--- config.mk ---
export PLATFORM = sky130hd
export DESIGN_NAME = pw_lock_detect
export DESIGN_NICKNAME = d
export VERILOG_FILES = /design/src/rtl/pwld_pkg.sv /design/src/rtl/pwld_pulse_meter.sv /design/src/rtl/pwld_window_qual.sv /design/src/rtl/pwld_lock_counter.sv /design/src/rtl/pw_lock_detect.sv
export SDC_FILE = /design/constraint.sdc
export NUM_CORES = 1
export LEC_CHECK = 0
export ABC_AREA = 1
export BUFFER_PORTS_ARGS = -buffer_cell sky130_fd_sc_hd__buf_2
export CAP_MARGIN = 0
export CORE_AREA = 2 2 39 41
export CTS_CLUSTER_DIAMETER = 150
export CTS_CLUSTER_SIZE = 40
export DETAILED_ROUTE_END_ITERATION = 6
export DIE_AREA = 0 0 41 43
export SETUP_SLACK_MARGIN = 0.3
export SLEW_MARGIN = 20
export SYNTH_ARGS = -nofsm -noshare
export SYNTH_HDL_FRONTEND = slang
export SYNTH_HIERARCHICAL = 1
export SYNTH_SLANG_ARGS = --single-unit
--- constraint.sdc ---
create_clock -name ref_clk -period 2.3 [get_ports ref_clk]
set_clock_uncertainty 0.05 [all_clocks]
set_input_delay 0.46 -clock ref_clk [delete_from_list [all_inputs] [get_ports ref_clk]]
set_output_delay 0.46 -clock ref_clk [all_outputs]
set_load 0.01 [all_outputs]
--- src/rtl/pwld_pkg.sv ---
// Package: shared types and helpers for the pulse-width lock detector.
// Assumes nothing beyond the parameters handed to its functions.
package pwld_pkg;

    // Verdict that the window qualifier hands to the lock counter each edge.
    typedef enum logic [1:0] {
        VERDICT_NONE = 2'd0,   // no decision at this edge
        VERDICT_GOOD = 2'd1,   // a clean comparison cycle closed here
        VERDICT_FAIL = 2'd2    // a long pulse was seen, or a dirty cycle closed
    } verdict_t;

    // Width needed to hold values 0..n inclusive, never below one bit.
    function automatic int unsigned cnt_width(input int unsigned n);
        return (n < 2) ? 1 : $clog2(n + 1);
    endfunction

endpackage

--- src/rtl/pwld_pulse_meter.sv ---
// Module: pwld_pulse_meter
// Measures how many consecutive reference edges the combined pump pulse
// (up OR down) has been high, and flags a long pulse at the edge where the
// pulse has been high for LONG_EDGES successive samples, and at every later
// edge while it stays high.
// Assumes pump_up and pump_dn are already synchronous to clk.
module pwld_pulse_meter #(
    parameter int LONG_EDGES = 2
) (
    input  logic clk,
    input  logic rst_n,
    input  logic pwr_dn,
    input  logic pump_up,
    input  logic pump_dn,
    output logic long_hit
);

    localparam int RUN_MAX = LONG_EDGES - 1;
    localparam int RUN_W   = (LONG_EDGES > 2) ? $clog2(LONG_EDGES) : 1;
    localparam logic [RUN_W-1:0] RUN_LIM = RUN_W'(RUN_MAX);

    logic             pump_any;
    logic             at_limit;
    logic [RUN_W-1:0] run_q;

    // Combine the two pulses and decide whether this sample makes the pulse long.
    always_comb begin
        pump_any = pump_up | pump_dn;
        at_limit = (run_q == RUN_LIM);
        long_hit = pump_any & at_limit;
    end

    // Count consecutive high samples, saturating one below the long threshold.
    always_ff @(posedge clk) begin
        if (!rst_n || pwr_dn) begin
            run_q <= '0;
        end else if (!pump_any) begin
            run_q <= '0;
        end else if (!at_limit) begin
            run_q <= run_q + 1'b1;
        end
    end

    // the run register never passes its saturation value.
    a_r9_run_bounded: assert property (@(posedge clk) disable iff (!rst_n)
        run_q <= RUN_LIM);

    // with a threshold of two or more edges, a long flag needs the
    // combined pulse to have been high on the previous edge as well.
    generate
        if (LONG_EDGES >= 2) begin : g_history_check
            a_r3_long_needs_history: assert property (@(posedge clk) disable iff (!rst_n)
                long_hit |-> $past(pump_up | pump_dn));
        end
    endgenerate

endmodule

--- src/rtl/pwld_window_qual.sv ---
// Module: pwld_window_qual
// Tracks whether a long pulse has occurred inside the open comparison cycle,
// and turns that into a verdict for the lock counter: FAIL on the edge where
// a long pulse is seen, GOOD when the strobe closes a clean cycle, FAIL when
// it closes a dirty one, NONE otherwise.
// Assumes cmp_strobe is a single-cycle pulse synchronous to clk.
module pwld_window_qual
    import pwld_pkg::*;
(
    input  logic     clk,
    input  logic     rst_n,
    input  logic     pwr_dn,
    input  logic     cmp_strobe,
    input  logic     long_hit,
    output verdict_t verdict
);

    logic bad_q;

    // Produce this edge's verdict from the live long flag and the cycle history.
    always_comb begin
        if (long_hit) begin
            verdict = VERDICT_FAIL;
        end else if (cmp_strobe) begin
            verdict = bad_q ? VERDICT_FAIL : VERDICT_GOOD;
        end else begin
            verdict = VERDICT_NONE;
        end
    end

    // Remember a long pulse until the strobe opens a fresh cycle.
    always_ff @(posedge clk) begin
        if (!rst_n || pwr_dn) begin
            bad_q <= 1'b0;
        end else if (cmp_strobe) begin
            bad_q <= 1'b0;
        end else if (long_hit) begin
            bad_q <= 1'b1;
        end
    end

    // a GOOD verdict never comes out of a cycle that held a long pulse.
    a_r5_good_only_clean: assert property (@(posedge clk) disable iff (!rst_n)
        (verdict == VERDICT_GOOD) |-> (!bad_q && !long_hit));

endmodule

--- src/rtl/pwld_lock_counter.sv ---
// Module: pwld_lock_counter
// Counts consecutive clean comparison cycles up to LOCK_COUNT and drives the
// registered lock indication. A FAIL verdict or power-down clears the count.
// Assumes verdicts come from pwld_window_qual on the same clock.
module pwld_lock_counter
    import pwld_pkg::*;
#(
    parameter int LOCK_COUNT = 15
) (
    input  logic     clk,
    input  logic     rst_n,
    input  logic     pwr_dn,
    input  verdict_t verdict,
    output logic     lock_det
);

    localparam int unsigned CNT_W = cnt_width(LOCK_COUNT);
    localparam logic [CNT_W-1:0] CNT_MAX = CNT_W'(LOCK_COUNT);
    localparam logic [CNT_W-1:0] CNT_PRE = CNT_W'(LOCK_COUNT - 1);

    logic [CNT_W-1:0] cnt_q;
    logic             ld_q;

    // Advance, clear or hold the clean-cycle run and the lock flag.
    always_ff @(posedge clk) begin
        if (!rst_n || pwr_dn) begin
            cnt_q <= '0;
            ld_q  <= 1'b0;
        end else begin
            unique case (verdict)
                VERDICT_FAIL: begin
                    cnt_q <= '0;
                    ld_q  <= 1'b0;
                end
                VERDICT_GOOD: begin
                    if (cnt_q != CNT_MAX) begin
                        cnt_q <= cnt_q + 1'b1;
                    end
                    ld_q <= (cnt_q >= CNT_PRE);
                end
                default: begin
                    cnt_q <= cnt_q;
                    ld_q  <= ld_q;
                end
            endcase
        end
    end

    assign lock_det = ld_q;

    // the run count never exceeds its saturation value.
    a_r7_no_overflow: assert property (@(posedge clk) disable iff (!rst_n)
        cnt_q <= CNT_MAX);

    // lock is high only while a full run has been recorded.
    a_r6_lock_means_full_run: assert property (@(posedge clk) disable iff (!rst_n)
        ld_q |-> (cnt_q == CNT_MAX));

    // lock can only rise on an edge that closed a clean cycle.
    a_r6_rise_on_good: assert property (@(posedge clk) disable iff (!rst_n)
        $rose(ld_q) |-> $past(verdict == VERDICT_GOOD));

endmodule

--- src/rtl/pw_lock_detect.sv ---
// Module: pw_lock_detect (top)
// Digital lock detector: declares lock after LOCK_COUNT consecutive comparison
// cycles free of pump pulses at least LONG_EDGES reference edges wide, and
// drops lock on the edge where any such pulse is seen.
// Assumes all inputs are synchronous to ref_clk and cmp_strobe is one cycle wide.
module pw_lock_detect
    import pwld_pkg::*;
#(
    parameter int LOCK_COUNT = 15,
    parameter int LONG_EDGES = 2
) (
    input  logic ref_clk,
    input  logic rst_n,
    input  logic pwr_dn,
    input  logic pump_up,
    input  logic pump_dn,
    input  logic cmp_strobe,
    output logic lock_det
);

    logic     long_hit;
    verdict_t verdict;

    pwld_pulse_meter #(
        .LONG_EDGES (LONG_EDGES)
    ) u_meter (
        .clk      (ref_clk),
        .rst_n    (rst_n),
        .pwr_dn   (pwr_dn),
        .pump_up  (pump_up),
        .pump_dn  (pump_dn),
        .long_hit (long_hit)
    );

    pwld_window_qual u_qual (
        .clk        (ref_clk),
        .rst_n      (rst_n),
        .pwr_dn     (pwr_dn),
        .cmp_strobe (cmp_strobe),
        .long_hit   (long_hit),
        .verdict    (verdict)
    );

    pwld_lock_counter #(
        .LOCK_COUNT (LOCK_COUNT)
    ) u_count (
        .clk      (ref_clk),
        .rst_n    (rst_n),
        .pwr_dn   (pwr_dn),
        .verdict  (verdict),
        .lock_det (lock_det)
    );

    // a long pulse from the meter drops lock on the next output value.
    a_r3_long_drops_lock: assert property (@(posedge ref_clk) disable iff (!rst_n)
        long_hit |=> !lock_det);

    // power-down forces the output low after the edge.
    a_r8_pwr_dn_clears: assert property (@(posedge ref_clk) disable iff (!rst_n)
        pwr_dn |=> !lock_det);

    // with no strobe, lock cannot appear out of nowhere.
    a_r4_no_rise_without_strobe: assert property (@(posedge ref_clk) disable iff (!rst_n)
        !cmp_strobe |=> !$rose(lock_det));

endmodule

==> key figures, run 1 <==
Routing
  • DR iter-0 viols: 5
  • Routed length per instance: 8.663 µm
  • Drt drc: 0
  • Post-route ant nets: 0
  • Via count: 420
  • Pre-antenna DRT Iters: 2
  • Vias per cell: 4.565
  • Routed WL: 797 µm

Placement
  • PortBufs: 6
  • Pre-CTS WS: 322.6 ps
  • Gpl congestion: 0.7497
  • DPL Wire Length: 658.6 µm

Timing
  • Worst slew pin tran: 237.3 ps
  • Final hold vios: 0
  • Final setup viols: 0
  • Hold_ws: 402.7 ps
  • RSZ-0062 raised after global routing: no
  • Final Slew Violations: 0
  • Setup_tns: 0 ps
  • Slack of the critical path: 570.3 ps
  • Worst slew margin: 84.12%
  • Fin crit share: 75.20%
  • Tmin final: 1730 ps
  • FMAX: 0.5781 GHz

Global routing
  • Vias in the first global route: 381
  • Global-route usage over all layers: 11.18%
  • GR Util met1: 12.99%
  • Initial antenna violation count: 0
  • Most Crowded Layer GR: met2
  • GR Overflow Total: 0
  • Largest net degree at the start of global routing: 8
  • M3 GR Usage: 3.141%
  • Met2 Use GR: 18.44%
  • Global-route wire length before repair: 1366 µm

Finish
  • Layout area overhead: 17.33%
  • Fin util: 37.34%
  • Multi-input logic area: 247.7 µm²
  • Fin nets: 87
  • Layout fillers: 142
  • Number of inserted diodes: 0
  • FF+latch area: 140.1 µm²
  • Share of cells above drive strength 1: 15.79%

Logic synthesis
  • Largest cells by area after synthesis: dfxtp_1, nand2_1, inv_1, ha_1, nor2_1
  • Synth top area share: 31.82%
  • Largest family of logic cells by synthesized area: simple AND/OR/NAND/NOR gates
  • XOR/XNOR Fraction of Synth Area: 1.989%
  • Seq cells post-synth: 7
  • Post-synth EDFFs: 0
  • Post-synthesis mux area share: 0%
  • Part of the Yosys area used for sequential elements: 31.82%
  • Post-synthesis adder-cell area fraction: 11.36%
  • Synth cell count leaders: nand2_1, inv_1, nor2_1, dfxtp_1, nand3_1
  • Synthesized area: 440.4 µm²
  • Cell taking the most area after synthesis: dfxtp_1
  • Simple-gate portion of the synthesized area: 31.82%
  • Mapped Nets: 76
  • Yosys warns: 6
  • Synthesized instance count: 66
  • Async set-reset flop share out of synthesis: 0%
  • Compound-Gate Fraction of Synth Area: 11.08%
  • Avg Cell Area, Syn: 6.673 µm²
  • Post-synth top flop: dfxtp_1
  • Yosys cell types: 15
  • Count leader, synth: nand2_1

CTS
  • Worst-path clk slew: 50 ps
  • Hold-fix buffers, CTS: 0
  • Clk sinks: 7
  • CTS H-tree lvls: 1
  • CTS max path bufs: 2
  • Setup Fix Bufs, Post-CTS: 0
  • TritonCTS clock tree: built
  • CTS root buffer: clkbuf_4
  • Clock latency on the worst-skew pair: 240 ps
  • Post_cts resized: 0
  • Total CTS buffers: 3

Worst setup path
  • CP Data Required Time: 2390 ps
  • Cell Chain, Critical Path: inv_1 -> nor2_1 -> nor2_1 -> nor2_1 -> inv_1 -> ha_1 -> or2_1 -> nand2_1 -> nand2_1 -> inv_1 -> nor2_1
  • Worst stage delay on the critical path: 300 ps
  • Crit path max fanout: 7
  • Crit. End Element: flop
  • CP Launch Type: flop
  • CP max stage cell: dfxtp_1
  • CP dominant cell by count: nor2_1
  • CP Buf/Inv Count: 3
  • CP Data Arrival Time: 1820 ps
  • WS Path Type: reg -> reg
  • Delay-heaviest family, CP: simple AND/OR/NAND/NOR gates

Floorplan
  • Rows: 14
  • Die area: 0.001763 mm²
  • Io pins: 7
  • Core area: 0.001384 mm²
  • Die Width: 41 µm
  • Initial Util: 31.83%
  • Die H: 43 µm

Job
  • Max-Cap Viols: 0

Power
  • Pwr per Cell Area: 528.4 mW/mm²
  • Worst ir drop on vdd: 0.0002185 V
  • LEAKAGE: 0.2719 nW

Status
  • Status: complete, no violations

Hold path
  • Hold crit path type: in -> reg
## kinds of logic (layout without fill, tap and decap cells)
family	after synthesis	after routing
xor gates and xnor gates	1	1
buffers and inverters	14	24
adders and majority gates	4	4
DFF	7	7
and+or+nand+nor	32	32
AOI/OAI and AO/OA	8	8
## state kept, by name (all words and copies together), names as in the netlist
register / cells
u_count/cnt_q: 4
u_qual/bad_q: 1
u_meter/at_limit: 1
u_count/lock_det: 1
## report_power, final
group          switching, mW  internal [mW]  leakage [nW]  total, mW
Combinational         0.0223         0.0146         0.200     0.0369
Clock                 0.0416         0.0660        0.0150      0.108
Sequential           0.00330          0.125        0.0569      0.129
Total                 0.0672          0.206         0.272      0.273
## worst min-delay path, stage by stage
cell and delay (ps):
buf_2 80, nor2_2 40, nor2_1 80
## layout make-up
type / instances / share of cell area, %
Timing Repair Buffer: 6 / 5.811
Clock buffer: 4 / 5.085
Tap cell: 16 / 3.874
Sequential cell: 7 / 27.12
Inverter: 14 / 10.17
Multi-Input combinational cell: 45 / 47.94
## cells in the final DEF (no fill, tap or decap)
cell	instances
nor2_2	1
o21ai_1	1
buf_2	6
dfxtp_1	7
nor3b_2	1
o211ai_1	2
a21oi_2	1
clkbuf_4	3
o21ai_0	1
xor2_1	1
ha_1	4
nand2_1	15
nor2_1	9
or2_1	1
inv_1	14
nand3_1	5
a21oi_1	3
clkbuf_1	1
## final timing paths
| path | startpoint | to | slack (ps) | cells past startpoint |
|---|---|---|---|---|
| setup / recovery | u_meter/at_limit | u_count/cnt_q[0] | 570 | 11 |
| hold / removal | pump_up | u_meter/at_limit | 400 | 3 |
| setup reg to reg | u_meter/at_limit | u_count/cnt_q[0] | 570 | 11 |
| hold reg to reg | u_qual/bad_q | u_qual/bad_q | 490 | 2 |
## per-layer routing
metal / vias to the layer above / share of wire [%] / wire (µm)
li1: 224 / - / -
met1: 189 / 45 / 357
met2: 7 / 51 / 408
met3: 0 / 3.8 / 30
met4: 0 / 0 / 0
met5: - / 0 / 0
## stage by stage
| stage | power (mW) | instances | cell area, µm² |
|---|---|---|---|
| after floorplan | 0.1560 | 66 | 440.4 |
| after global placement | 0.1670 | 88 | 490.5 |
| after detailed placement | 0.1683 | 88 | 490.5 |
| after CTS | 0.2789 | 92 | 516.7 |
| after global routing | 0.2949 | 92 | 516.7 |
| final | 0.2731 | 92 | 516.7 |
No activity file was read; power rests on OpenSTA's default activity.
==> run 2, diff against run 1 <==
- ABC_AREA: 1 -> 0
- clock period: 2.3 -> 1.5 ns (I/O delays scaled with it)
==> run 2 against run 1 <==
Compared with the run above: the flow now finishes with violations (setup timing); final area up 30%; maximum frequency up 11%; count of clock-buffer cells in the layout unchanged; combinational power grew to 3.0 times the previous value; register-to-register slack worse by 620 ps; first-iteration DRC count decreased by 40%; cell count down 11%; total power grew 71%; synthesized cell count decreased by 35%; flip-flop and latch count unchanged; area after synthesis shrank 7.4%; worst setup slack worse by 620 ps; critical endpoint is now u_count/lock_det; largest cell class unchanged.
==> key figures, run 2 <==
Global routing
  • GR Overflow Total: 0
  • Initial antenna violation count: 0
  • Vias in the first global route: 370
  • Global-route wire length before repair: 1435 µm
  • Global-route usage over all layers: 12.42%
  • Largest net degree at the start of global routing: 7

CTS
  • CTS max path bufs: 2
  • CTS H-tree lvls: 1
  • Worst-path clk slew: 50 ps
  • Total CTS buffers: 3
  • Clk sinks: 7
  • CTS root buffer: clkbuf_4
  • TritonCTS clock tree: built
  • Hold-fix buffers, CTS: 0
  • Clock latency on the worst-skew pair: 240 ps

Worst setup path
  • CP Launch Type: flop
  • WS Path Type: reg -> reg
  • CP Data Required Time: 1580 ps
  • Reg2Reg Depth: 8
  • Crit. End Element: flop
  • CP Buf/Inv Count: 1
  • Cell Chain, Critical Path: nor2b_4 -> nor2_2 -> and2_4 -> inv_2 -> ha_4 -> and4b_2 -> o21ai_2 -> a21oi_1
  • Crit path depth: 8
  • Delay-heaviest family, CP: simple AND/OR/NAND/NOR gates
  • Crit path max fanout: 2
  • CP max stage cell: dfxtp_2
  • Worst stage delay on the critical path: 310 ps
  • CP Data Arrival Time: 1630 ps

Floorplan
  • Core area: 0.001384 mm²
  • Rows: 14
  • Die area: 0.001763 mm²
  • Initial Util: 29.48%
  • Die H: 43 µm
  • Die Width: 41 µm
  • Io pins: 7

Placement
  • DPL Wire Length: 639.5 µm
  • PortBufs: 6
  • Gpl congestion: 0.7366
  • Pre-CTS WS: -275.5 ps

Job
  • Max-Cap Viols: 0

Logic synthesis
  • Synthesized area: 407.9 µm²
  • Count leader, synth: dfxtp_1
  • Post-synth EDFFs: 0
  • Largest family of logic cells by synthesized area: simple AND/OR/NAND/NOR gates
  • XOR/XNOR Fraction of Synth Area: 0%
  • Synth top area share: 34.36%
  • Seq cells post-synth: 7
  • Mapped Nets: 53
  • Post-synth top flop: dfxtp_1
  • Largest cells by area after synthesis: dfxtp_1, ha_1, and4b_2, inv_1, a21oi_1
  • Simple-gate portion of the synthesized area: 29.75%
  • Post-synthesis adder-cell area fraction: 12.27%
  • Yosys cell types: 21
  • Avg Cell Area, Syn: 9.486 µm²
  • Cell taking the most area after synthesis: dfxtp_1
  • Compound-Gate Fraction of Synth Area: 15.34%
  • Yosys warns: 6
  • Post-synthesis mux area share: 3.681%
  • Synthesized instance count: 43
  • Async set-reset flop share out of synthesis: 0%
  • Synth cell count leaders: dfxtp_1, inv_1, ha_1, a21oi_1, nand2_1
  • Part of the Yosys area used for sequential elements: 34.36%

Timing
  • Final Slew Violations: 0
  • Slack of the critical path: -51.52 ps
  • Final setup viols: 3
  • Fin crit share: 103.4%
  • FMAX: 0.6445 GHz
  • Final hold vios: 0
  • Tmin final: 1552 ps
  • Worst slew margin: 84.66%
  • RSZ-0062 raised after global routing: yes
  • Setup_tns: -85.70 ps
  • Worst slew pin tran: 228.6 ps

Routing
  • Via count: 377
  • Routed length per instance: 10.24 µm
  • Post-route ant nets: 0
  • Pre-antenna DRT Iters: 2
  • Vias per cell: 4.598
  • DR iter-0 viols: 3
  • Routed WL: 840 µm
  • Drt drc: 0

Hold path
  • Hold crit path type: in -> reg
  • Worst Hold Depth: 2

Finish
  • Layout area overhead: 65.03%
  • Fin nets: 77
  • Top reg by flops: u_count/cnt_q
  • Number of inserted diodes: 0
  • Commonest non-fill, non-tap cell in the layout: buf_4
  • Share of cells above drive strength 1: 65.15%
  • Highest-count cells in the layout ignoring fill and taps: buf_4, buf_2, dfxtp_1, buf_6
  • Max reg flops: 4

Status
  • Status: finished, violations left
  • Failing checks: setup timing

Power
  • Pwr per Cell Area: 694.1 mW/mm²
  • LEAKAGE: 0.2770 nW
  • Worst ir drop on vdd: 0.0006209 V
run 2: routing by layer:
layer	vias to the layer above	part of all wire [%]	GRT usage [%]
li1	200	-	-
met1	169	39	13.44
met2	6	56	20.00
met3	2	3.2	3.141
met4	0	1.2	8.000
met5	-	0	0
run 2: logic make-up after synthesis:
logic type      after synthesis
simple gates                 17
compound gates                9
flops                         7
buf+inv                       5
fa+ha+maj                     4
mux                           1
run 2: path summary, 6_finish.rpt:
path,from,endpoint,slack [ps]
worst max register to register,u_meter/at_limit,u_count/lock_det,-50
worst min-delay path,pwr_dn,u_meter/at_limit,240
worst max-delay path,u_meter/at_limit,u_count/lock_det,-50
worst min register to register,u_count/lock_det,u_count/lock_det,410
run 2: timing repair:
action | 4_1_cts | 5_1_grt
setup endpoints to repair | 5 | 6
pin swaps | 7 | 6
gates cloned | 0 | 0
setup buffers | 5 | 0
gates resized for setup | 7 | 9
run 2: layout make-up:
type	instances	area, µm²
fill	128	710.7
inverter	5	18.77
multi-input combinational	31	320.3
sequential	7	141.4
tap	16	20.02
timing repair buffer	19	146.4
clock buffer	4	26.28
run 2: worst reg2reg max path, stage by stage (launching register included):
cell and delay, ps:
dfxtp_2 310, nor2b_4 120, nor2_2 120, and2_4 170, inv_2 40, ha_4 260, and4b_2 220, o21ai_2 60
a21oi_1 80
run 2: metrics by stage:
stage	hold slack, ps	utilization, %	instances	power, mW	instance area, µm²
detailed placement	416.3	39.87	73	0.2809	551.8
finish	242.7	48.64	82	0.4673	673.1
CTS	224.5	45.84	82	0.4645	634.4
floorplan	319.5	-	43	0.2413	441.7
global route	241.3	48.64	82	0.4946	673.1
global placement	396.6	39.87	73	0.2793	551.8
run 2: power by group:
| part | internal, mW | leakage [nW] | switching (mW) |
|---|---|---|---|
| clock network | 0.101 | 0.0150 | 0.0637 |
| registers | 0.190 | 0.0571 | 0.00159 |
| logic | 0.0659 | 0.205 | 0.0448 |
==> run 3, diff against run 2 <==
- CTS_CLUSTER_DIAMETER: 150 -> unset
- PLACE_DENSITY_LB_ADDON: unset -> 0.05
==> run 3 against run 2 <==
Compared with the run above: the run still ends with setup timing left; global-route usage down 1.4 points; worst setup slack gained 47 ps; flip-flop and latch count is the same; die area unchanged; clock power barely moved; largest power group unchanged.
==> key figures, run 3 (synthesis results as in run 2) <==
Placement
  • Gpl congestion: 0.6578
  • DP Area: 536.8 µm²
  • DPL Wire Length: 650.7 µm
  • PortBufs: 6
  • Pre-CTS WS: -243.0 ps

Finish
  • Design Area, Final: 589.3 µm²
  • Highest-count cells in the layout ignoring fill and taps: dfxtp_1, buf_4, buf_2
  • Layout area overhead: 44.48%
  • Fin nets: 71
  • Layout fillers: 135
  • Number of inserted diodes: 0
  • Max reg flops: 4
  • Top reg by flops: u_count/cnt_q
  • Share of cells above drive strength 1: 56.67%

Floorplan
  • Die H: 43 µm
  • Core area: 0.001384 mm²
  • Initial Util: 29.48%
  • Io pins: 7
  • Rows: 14
  • Die Width: 41 µm
  • Die area: 0.001763 mm²

Status
  • Failing checks: setup timing
  • Status: finished, violations left

Global routing
  • GR Overflow Total: 0
  • Global-route usage over all layers: 11.06%
  • Global-route wire length before repair: 1352 µm
  • Vias in the first global route: 355
  • Initial antenna violation count: 0
  • Largest net degree at the start of global routing: 7

Worst setup path
  • Crit. End Element: flop
  • CP Data Arrival Time: 1630 ps
  • WS Path Type: reg -> reg
  • CP Data Required Time: 1630 ps
  • R2R setup slack: -5 ps
  • Cell Chain, Critical Path: nor2b_4 -> nor2_2 -> and2_4 -> inv_2 -> ha_4 -> and4b_2 -> o21ai_2 -> a21oi_1
  • CP max stage cell: dfxtp_1
  • Crit path max fanout: 2
  • CP Launch Type: flop
  • Worst stage delay on the critical path: 300 ps

Routing
  • Vias per cell: 4.724
  • Routed WL: 781 µm
  • Pre-antenna DRT Iters: 4
  • Routed length per instance: 10.28 µm
  • Via count: 359
  • Max layer used: met3
  • DR iter-0 viols: 10
  • WL met2: 408 µm
  • Met3 WL post-DR: 30 µm
  • Met1 WL: 342 µm
  • Drt drc: 0
  • Post-route ant nets: 0

CTS
  • CTS root buffer: clkbuf_4
  • Clk sinks: 7
  • Clock latency on the worst-skew pair: 250 ps
  • Total CTS buffers: 3
  • CTS max path bufs: 2
  • CTS H-tree lvls: 1
  • TritonCTS clock tree: built
  • Worst-path clk slew: 50 ps
  • Hold-fix buffers, CTS: 0

Power
  • Pwr per Cell Area: 755.6 mW/mm²
  • LEAKAGE: 0.2344 nW
  • Worst ir drop on vdd: 0.0003839 V

Timing
  • Slack of the critical path: -4.504 ps
  • Worst slew margin: 86.46%
  • Final setup viols: 1
  • Tmin final: 1505 ps
  • Final Slew Violations: 0
  • FMAX: 0.6647 GHz
  • Worst slew pin tran: 201.7 ps
  • Final hold vios: 0
  • Fin crit share: 100.3%
  • RSZ-0062 raised after global routing: yes

Hold path
  • Hold crit path type: in -> reg

Job
  • Max-Cap Viols: 0
run 3: cell count changes in the layout (fill, tap and decap cells not counted), sizes merged:
cell and change:
buf -6
run 3: layout make-up:
class / instances / area, µm² / share of cell area [%]
flip-flops and latches: 7 / 140.1 / 23.78
repair buffers: 13 / 82.58 / 14.01
clock buffers: 4 / 26.28 / 4.459
well taps: 16 / 20.02 / 3.397
inverters: 5 / 18.77 / 3.185
multi-input cells: 31 / 301.5 / 51.17
run 3: what timing repair did:
action	4_1_cts	5_1_grt
setup endpoints to repair	5	5
pin swaps	7	3
gates resized for setup	6	1
setup buffers	1	0
run 3: final timing paths:
path / startpoint / depth (start not counted) / to
min reg2reg: u_count/lock_det / 2 / u_count/lock_det
max: u_meter/at_limit / 8 / u_count/lock_det
max reg2reg: u_meter/at_limit / 8 / u_count/lock_det
min: pwr_dn / 2 / u_meter/at_limit
run 3: layer usage:
layer  vias up  GRT usage, %
li1        189             -
met5         -             0
met2         8         17.19
met1       162         13.87
met3         0         1.571
met4         0         6.000
run 3: report_power, final:
part | internal, mW | total, mW | switching [mW]
clock network | 0.101 | 0.168 | 0.0668
logic | 0.0480 | 0.0853 | 0.0373
registers | 0.190 | 0.192 | 0.00202
total | 0.339 | 0.445 | 0.106
run 3: metrics by stage:
step / utilization, % / cells / setup TNS, ps / total power [mW] / hold slack [ps]
CTS: 42.31 / 76 / -36.62 / 0.4504 / 229.3
finish: 42.59 / 76 / -4.504 / 0.4453 / 220.7
floorplan: - / 43 / -109.9 / 0.2413 / 319.5
global route: 42.59 / 76 / -130.5 / 0.4766 / 226.2
detailed placement: 38.79 / 71 / -876.6 / 0.2763 / 406.7
global placement: 38.79 / 71 / -737.9 / 0.2738 / 397.2
run 3: critical path, delay by kind of cell (launching register included):
kind,cells,cell delay (ps)
buffers and inverters,1,40
adders and majority gates,1,210
AOI/OAI and AO/OA,2,180
DFF,1,300
and+or+nand+nor,4,660
